==> config.mk <==
export PLATFORM = sky130hd
export DESIGN_NAME = div3_dual_edge
export DESIGN_NICKNAME = d
export VERILOG_FILES = /design/src/rtl/div3_pkg.sv /design/src/rtl/div3_phase_ctr.sv /design/src/rtl/div3_align.sv /design/src/rtl/div3_out_stage.sv /design/src/rtl/div3_dual_edge.sv
export SDC_FILE = /design/constraint.sdc
export NUM_CORES = 1
export LEC_CHECK = 0
export BUFFER_PORTS_ARGS = -buffer_cell sky130_fd_sc_hd__buf_2
export CAP_MARGIN = 25
export CORE_AREA = 2 2 39 41
export CTS_CLUSTER_SIZE = 30
export DETAILED_ROUTE_END_ITERATION = 12
export DIE_AREA = 0 0 41 43
export GPL_ROUTABILITY_DRIVEN = 0
export SLEW_MARGIN = 5
export SYNTH_ARGS = -nofsm -noshare
export SYNTH_HDL_FRONTEND = slang
export SYNTH_SLANG_ARGS = --single-unit
export TNS_END_PERCENT = 5
==> constraint.sdc <==
create_clock -name clk_in -period 1.1 [get_ports clk_in]
set_input_delay 0.22 -clock clk_in [delete_from_list [all_inputs] [get_ports clk_in]]
set_output_delay 0.22 -clock clk_in [all_outputs]
set_load 0.03 [all_outputs]
==> src/rtl/div3_pkg.sv <==
package div3_pkg;
   localparam int PH_W = 2;
   typedef logic [PH_W-1:0] phase_t;

   localparam phase_t PH_START = 2'b01;
   localparam phase_t PH_MID   = 2'b10;
   localparam phase_t PH_LAST  = 2'b00;

   // three-state ring: 01 -> 10 -> 00 -> 01
   function automatic phase_t phase_step(input phase_t q);
      return {q[0], ~(q[0] | q[1])};
   endfunction

   function automatic logic [1:0] phase_index(input phase_t q);
      case (q)
         PH_MID:  return 2'd1;
         PH_LAST: return 2'd2;
         default: return 2'd0;
      endcase
   endfunction
endpackage

==> src/rtl/div3_phase_ctr.sv <==
module div3_phase_ctr
   import div3_pkg::*;
#(
   parameter bit NEG_EDGE = 1'b0
) (
   input  logic   clk,
   input  logic   rst,
   input  logic   hold,
   output phase_t q
);
   generate
      if (NEG_EDGE) begin : g_fall
         always_ff @(negedge clk or posedge rst) begin
            if (rst)        q <= PH_START;
            else if (!hold) q <= phase_step(q);
         end
      end else begin : g_rise
         always_ff @(posedge clk or posedge rst) begin
            if (rst)        q <= PH_START;
            else if (!hold) q <= phase_step(q);
         end
      end
   endgenerate
endmodule

==> src/rtl/div3_align.sv <==
module div3_align
   import div3_pkg::*;
(
   input  logic   clk,
   input  logic   rst,
   input  phase_t rise_q,
   input  logic   fall_b0,
   output logic   slip_o,
   output logic   locked_o,
   output logic   gate_o
);
   logic check_now;

   // the rising counter's bit 0 falls at this edge; sample the partner bit
   assign check_now = (rise_q == PH_START);

   always_ff @(posedge clk or posedge rst) begin
      if (rst) begin
         slip_o   <= 1'b0;
         locked_o <= 1'b0;
         gate_o   <= 1'b0;
      end else begin
         slip_o <= check_now & ~fall_b0 & ~locked_o;
         if (check_now & fall_b0)
            locked_o <= 1'b1;
         // open only on entry to the all-low phase so the first pulse is whole
         if (locked_o && rise_q == PH_MID)
            gate_o <= 1'b1;
      end
   end
endmodule

==> src/rtl/div3_out_stage.sv <==
module div3_out_stage
   import div3_pkg::*;
#(
   parameter int CNT_W = 2
) (
   input  logic             gate,
   input  phase_t           rise_q,
   input  logic             fall_b0,
   output logic             clk_o,
   output logic [CNT_W-1:0] cnt_o
);
   logic [1:0] idx;

   assign idx   = phase_index(rise_q);
   assign cnt_o = CNT_W'(idx);
   assign clk_o = gate & (rise_q[0] | fall_b0);
endmodule

==> src/rtl/div3_dual_edge.sv <==
module div3_dual_edge
   import div3_pkg::*;
#(
   parameter int CNT_W = 2
) (
   input  logic             clk_in,
   input  logic             rst_in,
   output logic             clk_div_o,
   output logic [CNT_W-1:0] phase_cnt_o,
   output logic             locked_o
);
   generate
      if (CNT_W < 2) begin : g_bad_cnt_w
         $error("CNT_W must be at least 2");
      end
   endgenerate

   phase_t rise_q;
   phase_t fall_q;
   logic   slip;
   logic   gate;

   div3_phase_ctr #(.NEG_EDGE(1'b0)) u_rise (
      .clk (clk_in),
      .rst (rst_in),
      .hold(1'b0),
      .q   (rise_q)
   );

   div3_phase_ctr #(.NEG_EDGE(1'b1)) u_fall (
      .clk (clk_in),
      .rst (rst_in),
      .hold(slip),
      .q   (fall_q)
   );

   div3_align u_align (
      .clk     (clk_in),
      .rst     (rst_in),
      .rise_q  (rise_q),
      .fall_b0 (fall_q[0]),
      .slip_o  (slip),
      .locked_o(locked_o),
      .gate_o  (gate)
   );

   div3_out_stage #(.CNT_W(CNT_W)) u_out (
      .gate   (gate),
      .rise_q (rise_q),
      .fall_b0(fall_q[0]),
      .clk_o  (clk_div_o),
      .cnt_o  (phase_cnt_o)
   );
endmodule

After elaboration in Yosys (flattened, before gate mapping)

Cells that the tools add are included.

Equal/unequal tests: 2
Multiplexer cells: 1
Bitwise logic cells: 11
Reduce and logical (&&, ||, !) cells: 2

Operator list:

| operator           | count |
|---|---|
| $and 1x1->1        | 4 |
| $not 1->1          | 4 |
| $pmux 2 s2         | 1 |
| $or 1x1->1         | 3 |
| $eq 2x1->1 const B | 1 |
| $eq 2x2->1 const B | 1 |
| $logic_not 2->1    | 1 |
| $logic_and 1x1->1  | 1 |

Bits in registers: 7
Output and inout port bits: 4
Word-level logic and storage cells: 21

Longest topological paths before layout

Gate-level depths: netlist of run 1.

Depth after elaboration: 3
Depth in mapped cells: 2
Mapped depth without buffers: 2

Cells and area by module

A second synthesis of run 1 with hierarchy kept.

Cells, all modules: 26
Area total of the unflattened synthesis: 309.0 sq um

By module, submodules not included:

| module                  | instances | cells each | area an instance (sq um) | seq. area each (sq um) |
|---|---|---|---|---|
| div3_align              | 1         | 9          | 116.4                    | 75.1 |
| div3_phase_ctr (u_fall) | 1         | 7          | 87.6                     | 51.3 |
| div3_phase_ctr (u_rise) | 1         | 6          | 83.8                     | 51.3 |
| div3_out_stage          | 1         | 3          | 17.5                     | 0.0 |
| div3_dual_edge          | 1         | 1          | 3.8                      | 0.0 |

==> impl_metrics.py, run 1 <==
metrics = {
    "outcome": {
        "status": "finished, violations left",
        "failed_checks": "setup timing",
    },
    "final_layout": {
        "instances_no_fill": 48,
        "fillers": 146,
        "syn2layout_area_growth_pct": 52.6,
        "layout-drive-gt1-share_pct": 62.5,
        "regArea_um2": 178,
        "multiInputGateArea_um2": 95.1,
        "antenna_cells": 0,
        "finalNetCount": 35,
    },
    "clock_network": {
        "path_clk_slew_ns": 0.05,
        "ctsHtreeMaxLevel": 1,
        "cts_buffers": 3,
        "clkLatencyLatePin_ns": 0.30,
        "hold_buffers": 0,
        "tritoncts": "yes",
        "postCtsSetupBuffers": 0,
        "root_buffer": "clkbuf_4",
        "numClockSinks": 7,
        "ctsLongestPathBuffers": 2,
    },
    "worst_setup_path": {
        "cp_data_arrival_time_ns": 1.61,
        "reg2regPathDepth": 2,
        "crit_path_end_kind": "output port",
        "crit_buf_inv": 1,
        "crit_family": "flip-flops",
        "cp-start-kind": "flop",
        "crit_cells": 2,
        "crit_chain": "o21a_4 -> buf_6",
        "crit_path_max_incr_delay_ns": 0.52,
        "critPathRequiredTime_ns": 0.88,
        "cp_max_fo": 2,
        "path_class": "flop to output port",
        "crit_path_top_delay_cell": "dfstp_2",
    },
    "timing": {
        "hold_viol": 0,
        "fin_tns_setup_ns": -2.20,
        "tightest_slew_ns": 0.195,
        "maxSlewViolCount": 0,
        "final-setup-viol-count": 7,
        "worst_slack_ns": -0.733,
        "fin_skew_ns": 0.0563,
        "grt_setup_unrepaired": "true",
        "max_slew_margin_pct": 87.0,
    },
    "synth": {
        "ys_seq_elements": 7,
        "syn_nets": 21,
        "synth_cells": 19,
        "synth_area_um2": 269,
        "yosysSeqAreaShare_pct": 66.0,
        "synthDistinctLibCells": 12,
        "ys_warn_count": 0,
        "avgSynthCellArea_um2": 14.2,
    },
    "route": {
        "drtIter0Drc": 2,
        "drt_wl_total_um": 504,
        "drc": 0,
        "drt-pass1-iter-count": 2,
        "routed_via_density": 3.90,
        "ant_nets": 0,
        "wl_per_cell_um": 10.5,
        "vias": 187,
    },
    "power_and_ir_drop": {
        "report.power.total_uw": 511,
        "power_per_cell_area_mw_per_mm2": 1240,
        "pwr-share-clk_pct": 47.4,
        "netSwitchingPower_uw": 105,
        "p_leak_uw": 0.000181,
        "power_frac_comb_pct": 1.9,
        "swShare_pct": 20.6,
        "intPower_uw": 405,
        "pwr-share-seq_pct": 50.6,
        "peakVddDrop_mv": 0.503,
    },
    "floorplanning": {
        "rows": 14,
        "coreArea_mm2": 0.00138,
        "dieArea_mm2": 0.00176,
        "die_x_um": 41,
        "io_pins": 6,
        "initial_utilization_pct": 19.4,
        "die_y_um": 43,
    },
    "placed_design": {
        "pre_cts_ws_ns": -0.471,
        "portBuffers": 5,
        "dp_cells": 44,
    },
    "grt": {
        "grt_max_degree": 6,
        "busiest_layer": "met1",
        "grt_pass1_vias": 185,
        "track_usage_pct": 7.31,
        "grt_pass1_wl_um": 828,
        "grtUsageMet3_pct": 1.57,
        "antenna_found_initial": 0,
        "gr-total-overflow": 0,
        "use_met1_pct": 11.0,
        "use_met2_pct": 8.44,
    },
    "worst_hold_path": {
        "hold_path.class": "input pin to async pin",
    },
    "run": {
        "maxCapViolations": 0,
    },
}
[routing by layer]
metal / part of all wire (%) / vias up
met5: 0 / -
met4: 0 / 0
met3: 6.7 / 0
met2: 46 / 6
met1: 47 / 90
li1: - / 91
[timing repair]
action / 4_1_cts / 5_1_grt
gates resized for setup: 9 / 1
endpoints found under the setup margin: 8 / 8
pin swaps: 1 / 0
[cells in the final DEF (no fill, tap or decap)]
master    Yosys  layout
a21o_1        2       2
a31o_1        1       1
buf_2         0       1
buf_4         0       4
buf_6         0       4
clkbuf_1      0       1
clkbuf_4      0       3
dfrtn_1       1       1
dfrtp_1       4       4
dfstp_2       2       2
inv_1         3       3
mux2_2        1       1
nor2_2        0       1
nor2b_4       1       1
nor3_2        0       1
nor4b_2       1       1
o21a_4        0       1
[state kept, by name, summed over array words and instances (netlist names)]
| name | count |
|---|---|
| u_align.gate_o | 1 |
| u_align.slip_o | 1 |
| u_rise.q | 2 |
| u_fall.q | 2 |
| u_align.locked_o | 1 |
[worst paths after layout]
check,end,startpoint,slack [ns]
worst min-delay path,u_align.gate_o,rst_in,0.002
worst max register to register,u_align.locked_o,u_fall.q[0],-0.36
min in group clk_in,u_rise.q[1],u_rise.q[0],0.46
worst min register to register,u_rise.q[1],u_rise.q[0],0.46
max in group asynchronous,u_fall.q[0],rst_in,0.56
worst max-delay path,clk_div_o,u_fall.q[0],-0.73
[through the flow]
stage          util, %  cell area [um2]  hold WS [ns]
2_1_floorplan        -              277        0.0219
3_3_place_gp      25.4              352         0.264
3_5_place_dp      25.4              352         0.271
4_1_cts           29.4              407      0.000929
5_1_grt           29.7              410        0.0253
6_report          29.7              410       0.00196
[layout make-up]
type,count,area share (%)
well taps,16,4.88
inverters,2,1.83
clock buffers,4,6.40
repair buffers,9,19.5
flip-flops and latches,7,43.3
multi-input cells,9,23.2
clock inverters,1,0.915
[tightest hold or removal path, delay by kind of cell]
kind	cells	cell delay (ns)
buffers and inverters	3	0.35
[cell families after synthesis]
group	after synthesis	share of synthesized area (%)
AND/OR/NAND/NOR	4	13.9
flip-flops	7	66.0
AO/OA/AOI/OAI	4	11.6
buffers and inverters	3	4.19
multiplexers	1	4.19
[power groups by stage]
stage | registers, uW | logic (uW) | clock network (uW)
5_1_grt | 258 | 11.4 | 271
3_5_place_dp | 262 | 10.2 | 11.4
3_3_place_gp | 262 | 10.0 | 11.4
4_1_cts | 258 | 10.3 | 257
6_report | 259 | 9.73 | 242
2_1_floorplan | 262 | 3.99 | 11.4
[synth_stat cells]
library cell	count	area [um2]
dfrtn_1	1	25.0
nor2_1	1	3.75
a31o_1	1	8.76
dfstp_2	2	52.6
a21o_1	2	15.0
nor4b_2	1	15.0
nor2b_4	1	13.8
mux2_2	1	11.3
nor3_1	1	5.00
inv_1	3	11.3
dfrtp_1	4	100
o21a_1	1	7.51
Power figures use the tool's default switching activity.
==> run 2, diff against run 1 <==
--- a/config.mk
+++ b/config.mk
@@ -8,12 +8,15 @@
 export BUFFER_PORTS_ARGS = -buffer_cell sky130_fd_sc_hd__buf_2
 export CAP_MARGIN = 25
 export CORE_AREA = 2 2 39 41
+export CTS_CLUSTER_DIAMETER = 80
 export CTS_CLUSTER_SIZE = 30
 export DETAILED_ROUTE_END_ITERATION = 12
 export DIE_AREA = 0 0 41 43
 export GPL_ROUTABILITY_DRIVEN = 0
+export RECOVER_POWER = 100
 export SLEW_MARGIN = 5
 export SYNTH_ARGS = -nofsm -noshare
 export SYNTH_HDL_FRONTEND = slang
+export SYNTH_HIERARCHICAL = 1
 export SYNTH_SLANG_ARGS = --single-unit
 export TNS_END_PERCENT = 5
==> run 2 against run 1 <==
Against the previous run: total power rose to 2.6 times the previous value; synthesized cell count up 37%; first-iteration DRC count rose to 4.0 times the previous value; non-clock buffer count unchanged; core utilization up 2.5 points; highest routed layer is now met4; critical path depth unchanged; critical endpoint unchanged; die area unchanged; synthesized area up 15%; the flow still finishes with violations (setup timing); clock-buffer cell count unchanged; via count up 23%.
==> impl_metrics.py, run 2 <==
metrics = {
    "clock_network": {
        "tritoncts": "yes",
        "root_buffer": "clkbuf_4",
        "ctsLongestPathBuffers": 2,
        "cts_buffers": 3,
        "postCtsSetupBuffers": 0,
        "clkLatencyLatePin_ns": 0.30,
        "path_clk_slew_ns": 0.05,
        "numClockSinks": 7,
        "ctsHtreeMaxLevel": 1,
    },
    "floorplanning": {
        "dieArea_mm2": 0.00176,
        "coreArea_mm2": 0.00138,
        "io_pins": 6,
        "initial_utilization_pct": 22.3,
        "die_x_um": 41,
        "die_y_um": 43,
        "rows": 14,
    },
    "run": {
        "maxCapViolations": 0,
    },
    "timing": {
        "final-setup-viol-count": 7,
        "fin_skew_ns": 0.0511,
        "hold_viol": 0,
        "worst_slack_ns": -0.737,
        "hold_ws_ns": 0.385,
        "grt_setup_unrepaired": "true",
        "maxSlewViolCount": 0,
    },
    "synth": {
        "yosysTopAreaCell": "dfrtp_1",
        "synth_common_cells": "inv_1, dfrtp_1",
        "synth_ff_type": "dfrtp_1",
        "synth-edff-count": 0,
        "netlist.area_leader.share_pct": 32.4,
        "ys_seq_elements": 7,
        "ys_warn_count": 6,
        "yosysSeqAreaShare_pct": 57.5,
        "synthDistinctLibCells": 14,
        "yosysMostFrequentCell": "inv_1",
        "synth_area_um2": 309,
        "synth_cells": 26,
        "ys_top_cells_by_area": "dfrtp_1, dfstp_2, mux2_4",
        "avgSynthCellArea_um2": 11.9,
        "async_reset_ff_share_pct": 100,
    },
    "route": {
        "drc": 0,
        "drt-pass1-iter-count": 3,
        "ant_nets": 0,
        "wl_per_cell_um": 9.49,
        "drtIter0Drc": 8,
        "drt_wl_total_um": 541,
        "vias": 230,
        "routed_via_density": 4.04,
    },
    "worst_setup_path": {
        "cp_max_fo": 2,
        "crit_path_end_kind": "output port",
        "r2r_slack_ns": -0.37,
        "reg2reg_to": "u_align/locked_o",
        "cp_data_arrival_time_ns": 1.62,
        "rr_startpoint": "u_fall/q[0]",
        "reg2regPathDepth": 2,
        "path_class": "flop to output port",
        "critPathRequiredTime_ns": 0.88,
        "cp-start-kind": "flop",
    },
    "grt": {
        "grt_pass1_wl_um": 752,
        "grt_pass1_vias": 203,
        "grt_max_degree": 7,
        "antenna_found_initial": 0,
        "track_usage_pct": 7.07,
        "gr-total-overflow": 0,
    },
    "power_and_ir_drop": {
        "intPower_uw": 836,
        "swShare_pct": 37.3,
        "netSwitchingPower_uw": 498,
        "power_frac_comb_pct": 48.1,
        "power_per_cell_area_mw_per_mm2": 3000,
        "pwr-share-seq_pct": 33.5,
        "peakVddDrop_mv": 0.729,
        "p_leak_uw": 0.000216,
        "pwr-share-clk_pct": 18.4,
    },
    "final_layout": {
        "finalNetCount": 44,
        "layout-drive-gt1-share_pct": 48.8,
        "utilization_pct": 32.2,
        "regArea_um2": 178,
        "fillers": 150,
        "largestRegisters": "u_fall/q x2, u_rise/q x2",
        "antenna_cells": 0,
        "instances_no_fill": 57,
        "multiInputGateArea_um2": 129,
        "layout_common_cells": "buf_4, inv_1, dfrtp_1",
        "syn2layout_area_growth_pct": 44.1,
    },
    "worst_hold_path": {
        "hold_path.class": "input pin to async pin",
    },
    "placed_design": {
        "post-dp-hpwl_um": 412,
        "dp_cells": 52,
        "pre_cts_ws_ns": -0.481,
        "portBuffers": 5,
    },
    "outcome": {
        "status": "finished, violations left",
        "failed_checks": "setup timing",
    },
}
[run 2: changes by cell type after synthesis, moves of 2 or more]
cell    before  now
a21o_1       2    0
mux2_4       0    2
a21o_2       0    2
inv_1        3    6
[run 2: power groups by stage]
| stage | logic (uW) | clock network, uW | registers, uW |
|---|---|---|---|
| 6_report | 642 | 246 | 447 |
| 5_1_grt | 681 | 267 | 462 |
| 4_1_cts | 634 | 252 | 448 |
| 3_5_place_dp | 567 | 11.4 | 451 |
| 3_3_place_gp | 560 | 11.4 | 445 |
| 2_1_floorplan | 342 | 11.4 | 475 |
[run 2: cell type report]
class	count	area share, %
clock inverters	1	0.843
repair buffers	9	15.7
inverters	5	4.21
flip-flops and latches	7	39.9
clock buffers	4	5.90
well taps	16	4.49
multi-input cells	15	28.9
[run 2: worst max path at each step]
stage,start,end,slack [ns],cells after the start
finish,u_fall/q[0],clk_div_o,-0.74,2
global route,u_fall/q[0],clk_div_o,-0.77,2
CTS,u_fall/q[0],clk_div_o,-0.75,2
detailed placement,u_fall/q[0],clk_div_o,-0.48,2
global placement,u_fall/q[0],clk_div_o,-0.47,2
floorplan,u_fall/q[0],clk_div_o,-0.41,1
[run 2: through the flow]
stage / TNS [ns] / instance area [um2] / power (uW)
after global placement: -1.49 / 392 / 1020
after global routing: -2.46 / 445 / 1410
after CTS: -2.27 / 442 / 1330
final: -2.21 / 445 / 1330
after floorplan: -1.25 / 324 / 828
after detailed placement: -1.55 / 392 / 1030
[run 2: cells by family after synthesis]
logic type             Yosys count  share of synthesized area, %
multiplexers                     2                          9.72
flip-flops                       7                          57.5
buffers and inverters            6                          7.29
AO/OA/AOI/OAI                    5                          13.8
other                            1                          1.21
AND/OR/NAND/NOR                  5                          10.5
[run 2: per-layer routing]
layer  share of wire (%)  routed length, um  global-route usage [%]
met5                   0                  0                       0
met4                 4.6                 25                    10.0
met3                 5.2                 28                    1.57
met2                  45                245                    8.75
met1                  45                242                    7.87
[run 2: worst max-delay path, cell delays in order (launching register included)]
cell and delay [ns]:
dfstp_2 0.53, o21a_4 0.12, buf_6 0.12
[run 2: timing repair]
| action | 4_1_cts | 5_1_grt |
|---|---|---|
| setup endpoints to repair | 8 | 8 |
| hold endpoints to repair | 4 | 0 |
| resized for setup | 5 | 2 |
| hold buffers | 1 | 0 |
| pin swaps | 0 | 2 |
==> run 3, diff against run 2 <==
--- a/config.mk
+++ b/config.mk
@@ -7,13 +7,14 @@
 export LEC_CHECK = 0
 export BUFFER_PORTS_ARGS = -buffer_cell sky130_fd_sc_hd__buf_2
 export CAP_MARGIN = 25
-export CORE_AREA = 2 2 39 41
+export CORE_AREA = 5 5 42 44
 export CTS_CLUSTER_DIAMETER = 80
 export CTS_CLUSTER_SIZE = 30
 export DETAILED_ROUTE_END_ITERATION = 12
-export DIE_AREA = 0 0 41 43
+export DIE_AREA = 0 0 47 49
 export GPL_ROUTABILITY_DRIVEN = 0
 export RECOVER_POWER = 100
+export SKIP_LAST_GASP = 1
 export SLEW_MARGIN = 5
 export SYNTH_ARGS = -nofsm -noshare
 export SYNTH_HDL_FRONTEND = slang
==> run 3 against run 2 <==
Against the previous run: the run still ends with setup timing left; highest routed layer is now met3; critical endpoint unchanged; register-to-register slack is essentially flat; die area grew 31%; clock skew is 0.0063 ns higher; sequential cell count stayed put; largest cell class unchanged; critical path type unchanged; sequential power fell by 3%; hold slack worse by 0.0011 ns; critical path depth did not move; first-iteration DRC count down 88%; via count decreased by 4.8%; global-route usage is 0.34 points lower.
==> impl_metrics.py, run 3 (synthesized netlist as in run 2, its figures left out) <==
metrics = {
    "outcome": {
        "status": "finished, violations left",
        "failed_checks": "setup timing",
    },
    "floorplanning": {
        "die_y_um": 49,
        "io_pins": 6,
        "die_x_um": 47,
        "dieArea_mm2": 0.00230,
        "coreArea_mm2": 0.00140,
        "rows": 14,
        "initial_utilization_pct": 22.1,
    },
    "clock_network": {
        "tritoncts": "yes",
        "clkLatencyLatePin_ns": 0.30,
        "ctsHtreeMaxLevel": 1,
        "numClockSinks": 7,
        "ctsLongestPathBuffers": 2,
        "path_clk_slew_ns": 0.05,
        "postCtsSetupBuffers": 0,
        "cts_buffers": 3,
        "root_buffer": "clkbuf_4",
    },
    "route": {
        "wl_per_cell_um": 10.3,
        "drc": 0,
        "drtIter0Drc": 1,
        "ant_nets": 0,
        "drt_wl_total_um": 597,
        "drt-pass1-iter-count": 2,
        "routed_via_density": 3.78,
        "vias": 219,
    },
    "timing": {
        "maxSlewViolCount": 0,
        "fin_skew_ns": 0.0574,
        "grt_setup_unrepaired": "true",
        "worst_slack_ns": -0.731,
        "hold_viol": 0,
        "hold_ws_ns": 0.384,
        "final-setup-viol-count": 8,
    },
    "worst_setup_path": {
        "cp-startpoint": "u_fall/q[0]",
        "crit_buf_inv": 1,
        "critPathRequiredTime_ns": 0.88,
        "reg2regPathDepth": 2,
        "crit_path_end_kind": "output port",
        "cp_max_fo": 2,
        "cp-start-kind": "flop",
        "crit_path_max_incr_delay_ns": 0.52,
        "rr_startpoint": "u_fall/q[0]",
        "crit_path_top_delay_cell": "dfstp_2",
        "crit_chain": "o21a_4 -> buf_6",
        "cp_data_arrival_time_ns": 1.61,
        "crit_family": "flip-flops",
        "crit_cells": 2,
        "path_class": "flop to output port",
    },
    "grt": {
        "track_usage_pct": 6.73,
        "antenna_found_initial": 0,
        "grt_pass1_vias": 217,
        "gr-total-overflow": 0,
        "grt_pass1_wl_um": 986,
        "grt_max_degree": 6,
    },
    "final_layout": {
        "layout_commonest_cell": "inv_1",
        "largestRegisters": "u_fall/q x2, u_rise/q x2",
        "layout_common_cells": "inv_1, dfrtp_1",
        "syn2layout_area_growth_pct": 41.3,
        "finalNetCount": 45,
        "layout-drive-gt1-share_pct": 45.2,
        "final_area_um2": 437,
        "antenna_cells": 0,
    },
    "power_and_ir_drop": {
        "peakVddDrop_mv": 1.11,
        "power_per_cell_area_mw_per_mm2": 2950,
        "report.power.total_uw": 1290,
        "p_leak_uw": 0.000218,
    },
    "worst_hold_path": {
        "hold_path.class": "input pin to async pin",
    },
    "run": {
        "maxCapViolations": 0,
    },
    "placed_design": {
        "placed_area_um2": 399,
        "post-dp-hpwl_um": 469,
        "portBuffers": 5,
        "pre_cts_ws_ns": -0.472,
    },
}
## run 3: cell types whose count changed in the layout (fill, tap and decap cells not counted)
cell	change
buf_2	+3
buf_4	-3
inv_1	+1
nor3_1	+1
nor3_2	-1
## run 3: tightest hold or removal path: stages
cell           delay (ns)
dlygate4sd3_1        0.54
clkbuf_1             0.12
inv_1                0.08
## run 3: per-stage QoR
step | utilization, % | setup TNS, ns | std cells
5_1_grt | 31.2 | -2.50 | 58
6_report | 31.2 | -2.19 | 58
3_5_place_dp | 28.5 | -1.53 | 53
3_3_place_gp | 28.5 | -1.49 | 53
2_1_floorplan | - | -1.25 | 28
4_1_cts | 31.5 | -2.26 | 58
## run 3: routing by layer
metal / global-route usage, % / wire length, um / up-vias
li1: - / - / 113
met1: 7.85 / 257 / 102
met2: 8.60 / 302 / 4
met3: 2.58 / 37 / 0
met4: 6.91 / 0 / 0
met5: 0 / 0 / -
## run 3: timing repair
action                                  4_1_cts  5_1_grt
endpoints found under the setup margin        8       10
hold endpoints to repair                      4        0
gates resized for setup                       2        0
hold buffers                                  1        0
pin swaps                                     0        0
## run 3: path summary, 6_finish.rpt
check                              endpoint  slack [ns]
setup / recovery                  clk_div_o       -0.73
hold / removal                  u_rise/q[1]        0.38
setup reg to reg           u_align/locked_o       -0.36
hold reg to reg                 u_fall/q[1]        0.46
max in group asynchronous       u_fall/q[0]        0.03
min in group clk_in             u_fall/q[1]        0.46
## run 3: final cells by class
type | instances | area, um2
Tap cell | 16 | 20.0
Inverter | 5 | 18.8
Fill cell | 161 | 965
Clock inverter | 2 | 7.51
Multi-Input combinational cell | 15 | 124
Sequential cell | 7 | 178
Clock buffer | 3 | 22.5
Timing Repair Buffer | 10 | 66.3
## run 3: report_power, final
group / leakage, uW / internal [uW] / switching (uW)
registers: 0.0000772 / 365 / 69.6
clock network: 0.0000245 / 134 / 100
logic: 0.000116 / 300 / 321
